$ cat config.mk
export PLATFORM = sky130hd
export DESIGN_NAME = ep0rx_status
export DESIGN_NICKNAME = d
export VERILOG_FILES = /design/src/rtl/ep0rx_pkg.sv /design/src/rtl/ep0rx_stage.sv /design/src/rtl/ep0rx_fifo_gate.sv /design/src/rtl/ep0rx_status_reg.sv /design/src/rtl/ep0rx_status.sv
export SDC_FILE = /design/constraint.sdc
export NUM_CORES = 1
export LEC_CHECK = 0
export BUFFER_PORTS_ARGS = -buffer_cell sky130_fd_sc_hd__buf_2
export CAP_MARGIN = 5
export CORE_MARGIN = 4
export CORE_UTILIZATION = 49
export CTS_CLUSTER_DIAMETER = 30
export DETAILED_ROUTE_END_ITERATION = 6
export HOLD_SLACK_MARGIN = 0.06
export PLACE_DENSITY = 0.9
export SYNTH_ARGS = -nofsm -noshare
export SYNTH_HDL_FRONTEND = slang
export SYNTH_SLANG_ARGS = --single-unit
$ cat constraint.sdc
create_clock -name clk -period 4.6 [get_ports clk]
set_input_delay 0.23 -clock clk [delete_from_list [all_inputs] [get_ports clk]]
set_output_delay 0.23 -clock clk [all_outputs]
set_load 0.02 [all_outputs]
$ cat src/rtl/ep0rx_pkg.sv
package ep0rx_pkg;

  typedef enum logic [1:0] {
    TOK_SETUP = 2'b00,
    TOK_OUT   = 2'b01,
    TOK_IN    = 2'b10,
    TOK_RSVD  = 2'b11
  } tok_e;

  typedef enum logic [1:0] {
    STG_IDLE  = 2'b00,
    STG_SETUP = 2'b01,
    STG_OUT   = 2'b10
  } stage_e;

  localparam int unsigned BIT_SETUP = 0;
  localparam int unsigned BIT_OUT   = 1;
  localparam int unsigned BIT_IN    = 2;
  localparam int unsigned BIT_TOG   = 3;
  localparam int unsigned CNT_LSB   = 4;

  // OUT packet may refresh count and toggle
  function automatic logic out_count_ok(input logic stall, input logic out_en,
                                        input logic out_status);
    return !stall && (out_en || out_status);
  endfunction

  // OUT packet payload may land in the FIFO
  function automatic logic out_store_ok(input logic stall, input logic out_en,
                                        input logic out_status);
    return out_en && !stall && !out_status;
  endfunction

  // stored count: payload bytes plus trailing CRC bytes
  function automatic int unsigned with_crc(input int unsigned nbytes,
                                           input int unsigned crc_bytes);
    return nbytes + crc_bytes;
  endfunction

  function automatic logic tok_is_real(input logic [1:0] kind);
    return kind != TOK_RSVD;
  endfunction

endpackage

$ cat src/rtl/ep0rx_stage.sv
module ep0rx_stage
  import ep0rx_pkg::*;
#(
  parameter int unsigned CNT_W     = 4,
  parameter int unsigned CRC_BYTES = 2
) (
  input  logic             clk,
  input  logic             rst_n,
  input  logic             tok_valid,
  input  logic [1:0]       tok_kind,
  input  logic             byte_valid,
  input  logic             pkt_end,
  output stage_e           stage,
  output logic [CNT_W-1:0] byte_idx,
  output logic [CNT_W-1:0] pkt_bytes
);
  localparam logic [CNT_W-1:0] DATA_MAX = CNT_W'((2 ** CNT_W) - 1 - CRC_BYTES);

  logic tok_hit;
  logic can_count;

  assign tok_hit   = tok_valid && tok_is_real(tok_kind);
  assign can_count = byte_valid && (byte_idx != DATA_MAX);
  assign pkt_bytes = can_count ? byte_idx + CNT_W'(1) : byte_idx;

  always_ff @(posedge clk) begin
    if (!rst_n) begin
      stage    <= STG_IDLE;
      byte_idx <= '0;
    end else if (tok_hit) begin
      byte_idx <= '0;
      case (tok_kind)
        TOK_SETUP: stage <= STG_SETUP;
        TOK_OUT:   stage <= STG_OUT;
        default:   stage <= STG_IDLE;
      endcase
    end else if (pkt_end) begin
      stage    <= STG_IDLE;
      byte_idx <= '0;
    end else if (can_count) begin
      byte_idx <= byte_idx + CNT_W'(1);
    end
  end
endmodule

$ cat src/rtl/ep0rx_fifo_gate.sv
module ep0rx_fifo_gate
  import ep0rx_pkg::*;
#(
  parameter int unsigned DEPTH  = 8,
  parameter int unsigned CNT_W  = 4,
  parameter int unsigned DATA_W = 8,
  localparam int unsigned ADDR_W = $clog2(DEPTH)
) (
  input  stage_e            stage,
  input  logic              byte_valid,
  input  logic [CNT_W-1:0]  byte_idx,
  input  logic [DATA_W-1:0] byte_data,
  input  logic              mode_stall,
  input  logic              mode_out_en,
  input  logic              mode_out_status,
  input  logic              fw_wr_req,
  input  logic              setup_flag,
  output logic              fifo_we,
  output logic [ADDR_W-1:0] fifo_addr,
  output logic [DATA_W-1:0] fifo_wdata,
  output logic              fw_wr_grant
);
  logic in_range;
  logic accept;

  assign in_range = 32'(byte_idx) < DEPTH;

  always_comb begin
    case (stage)
      STG_SETUP: accept = 1'b1;
      STG_OUT:   accept = out_store_ok(mode_stall, mode_out_en, mode_out_status);
      default:   accept = 1'b0;
    endcase
  end

  assign fifo_we     = byte_valid && accept && in_range;
  assign fifo_addr   = byte_idx[ADDR_W-1:0];
  assign fifo_wdata  = byte_data;
  assign fw_wr_grant = fw_wr_req && !setup_flag;
endmodule

$ cat src/rtl/ep0rx_status_reg.sv
module ep0rx_status_reg
  import ep0rx_pkg::*;
#(
  parameter int unsigned CNT_W     = 4,
  parameter int unsigned CRC_BYTES = 2,
  localparam int unsigned STAT_W   = CNT_LSB + CNT_W
) (
  input  logic              clk,
  input  logic              rst_n,
  input  logic              tok_valid,
  input  logic [1:0]        tok_kind,
  input  logic              pkt_end,
  input  logic              pkt_toggle,
  input  stage_e            stage,
  input  logic [CNT_W-1:0]  pkt_bytes,
  input  logic              mode_stall,
  input  logic              mode_out_en,
  input  logic              mode_out_status,
  input  logic              cpu_wr,
  output logic [STAT_W-1:0] stat_q,
  output logic              upd,
  output logic              irq
);
  logic              tok_hit;
  logic              upd_q;
  logic [CNT_W-1:0]  cnt_new;
  logic [STAT_W-1:0] stat_d;

  assign tok_hit = tok_valid && tok_is_real(tok_kind);
  assign cnt_new = CNT_W'(with_crc(32'(pkt_bytes), CRC_BYTES));

  always_comb begin
    case (stage)
      STG_SETUP: upd = pkt_end;
      STG_OUT:   upd = pkt_end && out_count_ok(mode_stall, mode_out_en, mode_out_status);
      default:   upd = 1'b0;
    endcase
  end

  always_comb begin
    stat_d = stat_q;
    if (cpu_wr) begin
      if (stage != STG_SETUP) stat_d[BIT_SETUP] = 1'b0;
      stat_d[BIT_OUT] = 1'b0;
      stat_d[BIT_IN]  = 1'b0;
      stat_d[STAT_W-1:CNT_LSB] = '0;
    end
    if (tok_hit) begin
      stat_d[BIT_OUT] = (tok_kind == TOK_OUT);
      stat_d[BIT_IN]  = (tok_kind == TOK_IN);
      if (tok_kind == TOK_SETUP) stat_d[BIT_SETUP] = 1'b1;
    end
    if (upd) begin
      stat_d[BIT_TOG] = pkt_toggle;
      stat_d[STAT_W-1:CNT_LSB] = cnt_new;
    end
  end

  always_ff @(posedge clk) begin
    if (!rst_n) begin
      stat_q <= '0;
      upd_q  <= 1'b0;
      irq    <= 1'b0;
    end else begin
      stat_q <= stat_d;
      upd_q  <= upd;
      irq    <= upd_q;
    end
  end
endmodule

$ cat src/rtl/ep0rx_status.sv
module ep0rx_status
  import ep0rx_pkg::*;
#(
  parameter int unsigned DEPTH     = 8,
  parameter int unsigned CNT_W     = 4,
  parameter int unsigned CRC_BYTES = 2,
  parameter int unsigned DATA_W    = 8,
  localparam int unsigned ADDR_W   = $clog2(DEPTH),
  localparam int unsigned STAT_W   = CNT_LSB + CNT_W
) (
  input  logic              clk,
  input  logic              rst_n,
  input  logic              tok_valid,
  input  logic [1:0]        tok_kind,
  input  logic              byte_valid,
  input  logic [DATA_W-1:0] byte_data,
  input  logic              pkt_end,
  input  logic              pkt_toggle,
  input  logic              mode_stall,
  input  logic              mode_out_en,
  input  logic              mode_out_status,
  input  logic              cpu_wr,
  input  logic              fw_wr_req,
  output logic [STAT_W-1:0] stat,
  output logic              fifo_we,
  output logic [ADDR_W-1:0] fifo_addr,
  output logic [DATA_W-1:0] fifo_wdata,
  output logic              fw_wr_grant,
  output logic              ep0_irq
);
  // internal events brought out for the checker
  stage_e           stage;
  logic [CNT_W-1:0] byte_idx;
  logic [CNT_W-1:0] pkt_bytes;
  logic             upd;

  ep0rx_stage #(.CNT_W(CNT_W), .CRC_BYTES(CRC_BYTES)) u_stage (
    .clk(clk), .rst_n(rst_n), .tok_valid(tok_valid), .tok_kind(tok_kind),
    .byte_valid(byte_valid), .pkt_end(pkt_end), .stage(stage),
    .byte_idx(byte_idx), .pkt_bytes(pkt_bytes)
  );

  ep0rx_fifo_gate #(.DEPTH(DEPTH), .CNT_W(CNT_W), .DATA_W(DATA_W)) u_gate (
    .stage(stage), .byte_valid(byte_valid), .byte_idx(byte_idx),
    .byte_data(byte_data), .mode_stall(mode_stall), .mode_out_en(mode_out_en),
    .mode_out_status(mode_out_status), .fw_wr_req(fw_wr_req),
    .setup_flag(stat[BIT_SETUP]), .fifo_we(fifo_we), .fifo_addr(fifo_addr),
    .fifo_wdata(fifo_wdata), .fw_wr_grant(fw_wr_grant)
  );

  ep0rx_status_reg #(.CNT_W(CNT_W), .CRC_BYTES(CRC_BYTES)) u_reg (
    .clk(clk), .rst_n(rst_n), .tok_valid(tok_valid), .tok_kind(tok_kind),
    .pkt_end(pkt_end), .pkt_toggle(pkt_toggle), .stage(stage),
    .pkt_bytes(pkt_bytes), .mode_stall(mode_stall), .mode_out_en(mode_out_en),
    .mode_out_status(mode_out_status), .cpu_wr(cpu_wr), .stat_q(stat),
    .upd(upd), .irq(ep0_irq)
  );
endmodule

---- Word-level counts from Yosys, hierarchy flattened ----
Cells that the tools add are included.
word-level totals
  flip-flop bits (word level) ............. 16
  output and inout port bits .............. 22
cells by class
  add/subtract/negate cells ............... 2
  $lt $le $gt $ge ......................... 1
  equality and inequality tests ........... 7
  multiplexer cells ....................... 12
  bitwise gates (word level) .............. 1
  reductions and logical operators ........ 18
operator list
  operator                                               number
  logical AND 1 bit                                      9
  2-to-1 mux 4 bit                                       2
  2-to-1 mux 3 bit                                       2
  nonzero test 2 bit                                     3
  2-to-1 mux 5 bit                                       1
  adder 4 x 1 -> 4 bit, second input constant            1
  adder 4 x 2 -> 4 bit, second input constant            1
  equality test 2 x 1 -> 1 bit, second input constant    2
  equality test 2 bit, second input constant             2
  less-than comparator 4 bit, second input constant      1
  2-to-1 mux 2 bit                                       2
  inequality test 4 bit, second input constant           1
  one-hot mux 1 bit (2 select lines)                     2
  one-hot mux 2 bit (2 select lines)                     1
  zero test 1 bit                                        3
  OR reduction 3 bit                                     1
  zero test 2 bit                                        1
  2-to-1 mux 1 bit                                       2
  inequality test 2 x 1 -> 1 bit, second input constant  1
  inequality test 2 bit, second input constant           1
  logical OR 1 bit                                       1
  NOT 1 bit                                              1

---- Depth between registers and ports, before layout ----
Gate-level depths: netlist (run 1).
  depth in word-level cells ............... 6
  depth in mapped cells ................... 7
  gate-level depth less buffers ........... 7

---- Modules after synthesis ----
A second synthesis (run 1) with hierarchy kept.
unflattened totals
  cells, all modules ...................... 110
  area, all modules ....................... 967.2 um2
modules (own cells, without submodules)
  module            times used  cells an instance  area each (um2)  seq. area each (um2)
  ep0rx_status_reg  1           51                 464.2            200.2
  ep0rx_stage       1           40                 355.3            120.1
  ep0rx_fifo_gate   1           19                 147.6            0.0

---- Least setup slack after synthesis (run 1) ----
OpenSTA, ideal clock, no wires.
  path type ............................... register to output
  start ................................... register u_stage.stage[0]
  end ..................................... output port fifo_we
  arrival time ............................ 1.448 ns
  required time ........................... 4.370 ns
  setup slack ............................. 2.922 ns
  cell stages (with the launch flop) ...... 6
  path buffers ............................ 0
  cell sequence ........................... dfxtp_1 > inv_1 > ha_1 > nor2b_1 > a31oi_1 > nor4_1
on the way
  longest elaborated chain between the ends .. 4
ends and longest elaborated chain
  what                                                                        line                   RTL
  start: declaration                                                          ep0rx_stage.sv:13      output stage_e stage,
  start signal: assignment                                                    ep0rx_stage.sv:28      stage <= STG_IDLE;
  start signal: assignment                                                    ep0rx_stage.sv:33      TOK_SETUP: stage <= STG_SETUP;
  start signal: assignment                                                    ep0rx_stage.sv:34      TOK_OUT: stage <= STG_OUT;
  equality test 2 bit / equality test 2 x 1 -> 1 bit (equally long branches)  ep0rx_fifo_gate.sv:29  case (stage)
  one-hot mux 1 bit (2 select lines) (*)                                      ep0rx_fifo_gate.sv:29
  logical AND 1 bit (*) (2 in a row)                                          ep0rx_fifo_gate.sv:36  assign fifo_we = byte_valid && accept && in_range;
  end: declaration                                                            ep0rx_status.sv:25     output logic fifo_we,
Mark *: on every way between the ends. The rest lies on a longest branch, timed or not.

---- Final worst setup path (run 1) ----
Same ends and word-level chain as after synthesis.

==> out/metrics.yaml, run 1 <==
synth:
  yosysSeqAreaShare: 0.341
  synthTopCellsByCount: "dfxtp_1 (16), buf_4 (12), a21oi_1 (9), nand2_1 (9)"
  yosys-top-cells-area: "dfxtp_1 (34%), buf_4 (9.6%), ha_1 (5.3%), a21oi_1 (4.8%), nor2b_1 (4.7%)"
  synth_area_leader_cell: "dfxtp_1"
  synth-main-ff-cell: "dfxtp_1"
  yosys_warnings: 0
  netlist.area_leader.share: 0.341
  synthArstFlopShare: 0
  syn_avg_cell_area_um2: 8.45
  yosys.cell_types.count: 35
  synth-edff-count: 0
  synthMostInstantiatedCell: "dfxtp_1"
  syn_nets: 136
  syn_inst: 111
  netlist_area_um2: 938
  synth_seq_cells: 16
final_layout:
  multi_input_area_um2: 493
  n_fill_cell: 151
  syn2layout_area_growth_pct: 10.5
  final_area_mm2: 0.00104
  drive_gt1_frac: 0.260
  regArea_um2: 320
  fin_nets: 153
  antenna_cells: 0
clock_tree:
  hold_buffers: 0
  cts_tree: "done"
  postCtsSetupBuffers: 0
  cts_buffer_depth: 2
  clock_latency_ps: 290
  cts_resized: 0
  cts_root_buf: "clkbuf_4"
  htreeDepth: 1
  cts_buffers: 3
  clk_pin_slew_worst_paths_ps: 100
  clock-sinks: 16
place:
  io_buffers: 26
  gp_congestion: 0.738
  post_dp_cell_area_mm2: 0.00100
  dp_hpwl_um: 1490
routing:
  drc_errors: 0
  ant_nets: 0
  drtPass1Iterations: 4
  first_iter_violations: 19
  vias_per_cell: 5.18
  vias: 787
  wirelength_um: 1940
  routedWlPerCell_um: 12.8
setup_path:
  path_cells: "inv_1, ha_1, nor2b_1, a31oi_1, nor4_1, buf_2"
  cp-start-kind: "register"
  critPathKind: "reg -> out"
  cp_num_buf_inv: 2
  slowest_delay_ps: 340
  required_ps: 4370
  rr_startpoint: "u_stage.byte_idx[1]$_SDFF_PP0_"
  crit_slowest_cell: "dfxtp_1"
  cp.arrival_ps: 1590
  cpLargestDelayFamily: "simple AND/OR/NAND/NOR gates"
  rrSetupSlack_ps: 2820
  path_max_fanout: 3
  crit_start: "u_stage.stage[0]$_SDFFE_PN0P_"
  end_kind: "primary output"
worst_hold_path:
  worstHoldStart: "pkt_toggle"
  hold_path.class: "in -> reg"
sta:
  final.setup.tns_ps: 0
  hold_violations: 0
  finalCritPeriodShare: 0.396
  setup_viol: 0
  worstMarginPinSlew_ps: 428
  drv_slew: 0
  min_period_ps: 1820
  clock.fmax_ghz: 0.549
  slew_headroom: 0.713
  fin_worst_skew_ps: 4.51
  rsz0062_at_grt: "false"
global_route:
  grt_pass1_wl_um: 3270
  grt_max_degree: 13
  grt_overflow_total: 0
  antenna_found_initial: 0
  grt_usage: 0.164
  grt_pass1_vias: 770
power:
  vdd_drop_max_v: 0.000159
  power.share.sequential: 0.531
  leakagePower_nw: 0.454
  internal_power_mw: 0.202
  power.density_mw_per_mm2: 260
  swShare: 0.248
  p_comb_frac: 0.119
  power_switching_mw: 0.0668
  clkPwrFrac: 0.350
floorplanning:
  die_h_um: 51.8
  dieArea_mm2: 0.00268
  coreArea_mm2: 0.00176
  ios: 43
  rows: 15
  start_util: 0.532
  die_x_um: 51.8
job:
  maxCapViolCount: 0
run_status:
  status: "complete, no violations"
[worst min-delay path, stage by stage]
cell and delay (ps):
buf_2 70, mux2i_1 50, nor2b_1 100
[placed cells by master, fill, tap and decap left out, types with 3 or more instances in the layout]
master     n
a21oi_1    9
buf_2     26
clkbuf_4   3
dfxtp_1   16
ha_1       4
inv_1      7
mux2i_1    3
nand2_1    9
nand2b_1   5
nor2_1     7
nor2b_1    7
[area by class of cell]
type,instances,area share
repair buffers,26,0.125
inverters,7,0.0253
clock buffers,4,0.0350
flip-flops and latches,16,0.309
well taps,25,0.0302
multi-input cells,74,0.475
[path summary, 6_finish.rpt]
check / cells past startpoint / endpoint
worst max-delay path: 6 / fifo_we
worst min-delay path: 3 / u_reg.stat_q[3]$_SDFFE_PN0P_
worst max register to register: 7 / u_reg.stat_q[7]$_SDFFE_PN0P_
worst min register to register: 1 / u_reg.irq$_SDFF_PN0_
[through the flow]
stage | util | hold WS (ps) | power (mW) | setup WS (ps) | instances
floorplan | - | 399 | 0.176 | 2920 | 111
global placement | 0.567 | 416 | 0.177 | 3010 | 148
detailed placement | 0.567 | 420 | 0.178 | 2900 | 148
CTS | 0.588 | 196 | 0.272 | 2760 | 152
global route | 0.588 | 222 | 0.281 | 2600 | 152
finish | 0.588 | 198 | 0.269 | 2780 | 152
[power groups by stage]
stage | Sequential (mW) | Clock (mW) | Combinational [mW]
3_3_place_gp | 0.146 | 0 | 0.0310
2_1_floorplan | 0.147 | 0 | 0.0294
3_5_place_dp | 0.146 | 0 | 0.0318
6_report | 0.143 | 0.0942 | 0.0321
4_1_cts | 0.143 | 0.0968 | 0.0321
5_1_grt | 0.143 | 0.102 | 0.0354
[flip-flops by register name, summed over array words and instances (netlist names)]
signal            flops
u_stage.byte_idx      4
u_reg.irq             1
u_stage.stage         2
u_reg.stat_q          8
u_reg.upd_q           1
[cell families after synthesis]
group                    after synthesis  synth area share
XOR/XNOR                               3            0.0280
buffers and inverters                 21             0.133
AND/OR/NAND/NOR                       43             0.260
flip-flops                            16             0.341
adder cells (fa/ha/maj)                4            0.0533
AO/OA/AOI/OAI                         21             0.152
multiplexers                           3            0.0320
[per-layer routing]
metal,vias up,track usage,wire length (µm)
met1,352,0.179,770
met3,4,0.0602,167
met5,-,0,0
met4,0,0.0917,32
met2,32,0.273,971
li1,399,-,-
Note: power is estimated with default switching activity, not from simulation.
==> run 2: changes to the inputs <==
ABC_AREA = 1   (was unset)
CORE_UTILIZATION = 45   (was 49)
PLACE_DENSITY = 0.85   (was 0.9)
clock period = 1.85 ns   (was 4.6 ns; I/O delays follow)
==> out/metrics.yaml, run 2 <==
synth:
  syn_nets: 154
  syn_inst: 129
  synthMostInstantiatedCell: "nand2_1"
  synthTopCellsByCount: "nand2_1 (26), inv_1 (20), dfxtp_1 (16), nor2_1 (13), buf_4 (12)"
  synth-edff-count: 0
  syn_avg_cell_area_um2: 7.18
  synth_seq_cells: 16
  netlist_area_um2: 926
  synth_area_leader_cell: "dfxtp_1"
  synth-main-ff-cell: "dfxtp_1"
  yosysSeqAreaShare: 0.346
  yosys.cell_types.count: 20
  netlist.area_leader.share: 0.346
  synthArstFlopShare: 0
  yosys_warnings: 0
  yosys-top-cells-area: "dfxtp_1 (35%), nand2_1 (11%), buf_4 (9.7%), inv_1 (8.1%), ha_1 (5.4%)"
sta:
  hold_violations: 0
  drv_slew: 0
  slew_headroom: 0.843
  clock.fmax_ghz: 0.652
  final.setup.tns_ps: 0
  setup_viol: 0
  finalCritPeriodShare: 0.829
  fin_worst_skew_ps: 2.61
  worstMarginPinSlew_ps: 235
  hold_ws_ps: 62.1
  min_period_ps: 1530
  rsz0062_at_grt: "false"
global_route:
  grt-busiest-layer: "met2"
  grt_use_met1: 0.140
  use_met3: 0.0254
  grt_max_degree: 11
  grt_pass1_vias: 775
  antenna_found_initial: 0
  grt_usage: 0.141
  met2_usage: 0.286
  grt_pass1_wl_um: 3020
  grt_overflow_total: 0
floorplanning:
  dieArea_mm2: 0.00285
  coreArea_mm2: 0.00196
  die_h_um: 53.4
  die_x_um: 53.4
  start_util: 0.472
  rows: 16
  ios: 43
final_layout:
  drive_gt1_frac: 0.281
  syn2layout_area_growth_pct: 10.7
  final_cell_mix: "nand2_1 (26), buf_2 (26), inv_1 (20)"
  multi_input_area_um2: 429
  final_area_mm2: 0.00102
  n_fill_cell: 211
  antenna_cells: 0
  largest_register_ffs: 8
  regArea_um2: 320
  fin_nets: 172
  regMostFlops: "u_reg.stat_q"
  largestRegisters: "u_reg.stat_q: 8 flops, u_stage.byte_idx: 4 flops, u_stage.stage: 2 flops"
setup_path:
  rrSetupSlack_ps: 320
  path_cells: "inv_1, ha_1, nand3_2, nand2_2, nor2_1, nand2_1, nand2_1, nand2_1, nand3_1, nand2_1"
  rr_startpoint: "u_stage.byte_idx[1]$_SDFF_PP0_"
  path_max_fanout: 7
  required_ps: 2040
  slowest_delay_ps: 450
  cp.arrival_ps: 1720
  crit_slowest_cell: "dfxtp_1"
  ff2ff_path_depth: 10
  end_kind: "register"
  cpLargestDelayFamily: "simple AND/OR/NAND/NOR gates"
  critPathKind: "reg -> reg"
  cp-start-kind: "register"
  crit_top_cell: "nand2_1"
  cp_num_buf_inv: 1
  r2r_end: "u_reg.stat_q[7]$_SDFFE_PN0P_"
routing:
  routedWlPerCell_um: 11.5
  drtPass1Iterations: 6
  wirelength_um: 1980
  vias_per_cell: 4.87
  vias: 842
  drc_errors: 0
  first_iter_violations: 9
  ant_nets: 0
clock_tree:
  cts_buffers: 3
  clk_pin_slew_worst_paths_ps: 100
  cts_buffer_depth: 2
  cts_root_buf: "clkbuf_4"
  postCtsSetupBuffers: 0
  clock_latency_ps: 290
  cts_resized: 0
  htreeDepth: 1
  cts_tree: "done"
  hold_buffers: 0
  clock-sinks: 16
job:
  maxCapViolCount: 0
place:
  io_buffers: 26
  post_dp_cell_area_um2: 988
  gp_congestion: 0.737
  dp_hpwl_um: 1620
power:
  leakagePower_nw: 0.545
  power.density_mw_per_mm2: 652
  vdd_drop_max_v: 0.000499
worst_hold_path:
  worstHoldStart: "pkt_toggle"
  hold_end: "u_reg.stat_q[3]$_SDFFE_PN0P_"
  hold_path.class: "in -> reg"
  min_path_cells: 3
run_status:
  status: "complete, no violations"
==> run 2: cell count changes after synthesis, moves of 3 or more <==
| cell | before | now |
|---|---|---|
| a21oi_1 | 9 | 3 |
| nor2_1 | 7 | 13 |
| mux2i_1 | 3 | 0 |
| nand3_1 | 1 | 10 |
| inv_1 | 7 | 20 |
| nand2_2 | 0 | 7 |
| nand2_1 | 9 | 26 |
| nor2b_1 | 7 | 0 |
| nand2b_1 | 5 | 0 |
==> run 2: through the flow <==
stage	setup WS, ps	std cells	util	total power [mW]
detailed placement	363	169	0.504	0.440
CTS	340	173	0.522	0.674
global placement	495	169	0.504	0.436
global route	201	173	0.522	0.692
floorplan	537	129	-	0.439
finish	317	173	0.522	0.668
==> run 2: power breakdown <==
group	internal (mW)	total (mW)	switching [mW]
clock	0.120	0.236	0.116
sequential	0.350	0.355	0.00486
combinational	0.0276	0.0769	0.0494
total	0.497	0.668	0.171
==> run 2: cell type report <==
class                           count  area share
Sequential cell                    16       0.313
Multi-Input combinational cell     80       0.419
Tap cell                           27      0.0330
Clock buffer                        4      0.0354
Inverter                           20      0.0733
Timing Repair Buffer               26       0.127
==> run 2: kinds of logic (layout without fill, tap and decap cells) <==
logic type | after synthesis | count (layout) | share of synthesized area
simple gates | 63 | 63 | 0.322
compound gates | 12 | 12 | 0.0784
buf+inv | 33 | 50 | 0.191
xor+xnor | 1 | 1 | 0.00946
flops | 16 | 16 | 0.346
fa+ha+maj | 4 | 4 | 0.0541
==> run 2: layer usage <==
layer,up-vias,wire length (µm)
li1,431,-
met1,389,804
met2,18,1050
met3,4,108
met4,0,20
met5,-,0
==> run 2: worst reg2reg max path, delay by kind of cell (launching register included) <==
kind	cells	cell delay [ps]
fa+ha+maj	1	220
buf+inv	1	100
flops	1	450
simple gates	8	660
==> run 2: how the worst max path moves through the flow <==
stage | startpoint | cells past startpoint | end
final | u_stage.byte_idx[1]$_SDFF_PP0_ | 10 | u_reg.stat_q[7]$_SDFFE_PN0P_
after CTS | u_stage.byte_idx[1]$_SDFF_PP0_ | 10 | u_reg.stat_q[7]$_SDFFE_PN0P_
after global routing | u_stage.byte_idx[1]$_SDFF_PP0_ | 9 | u_reg.stat_q[7]$_SDFFE_PN0P_
after global placement | u_stage.byte_idx[1]$_SDFF_PP0_ | 10 | u_reg.stat_q[7]$_SDFFE_PN0P_
after floorplan | u_stage.byte_idx[1]$_SDFF_PP0_ | 10 | u_reg.stat_q[7]$_SDFFE_PN0P_
after detailed placement | u_stage.byte_idx[1]$_SDFF_PP0_ | 10 | u_reg.stat_q[7]$_SDFFE_PN0P_
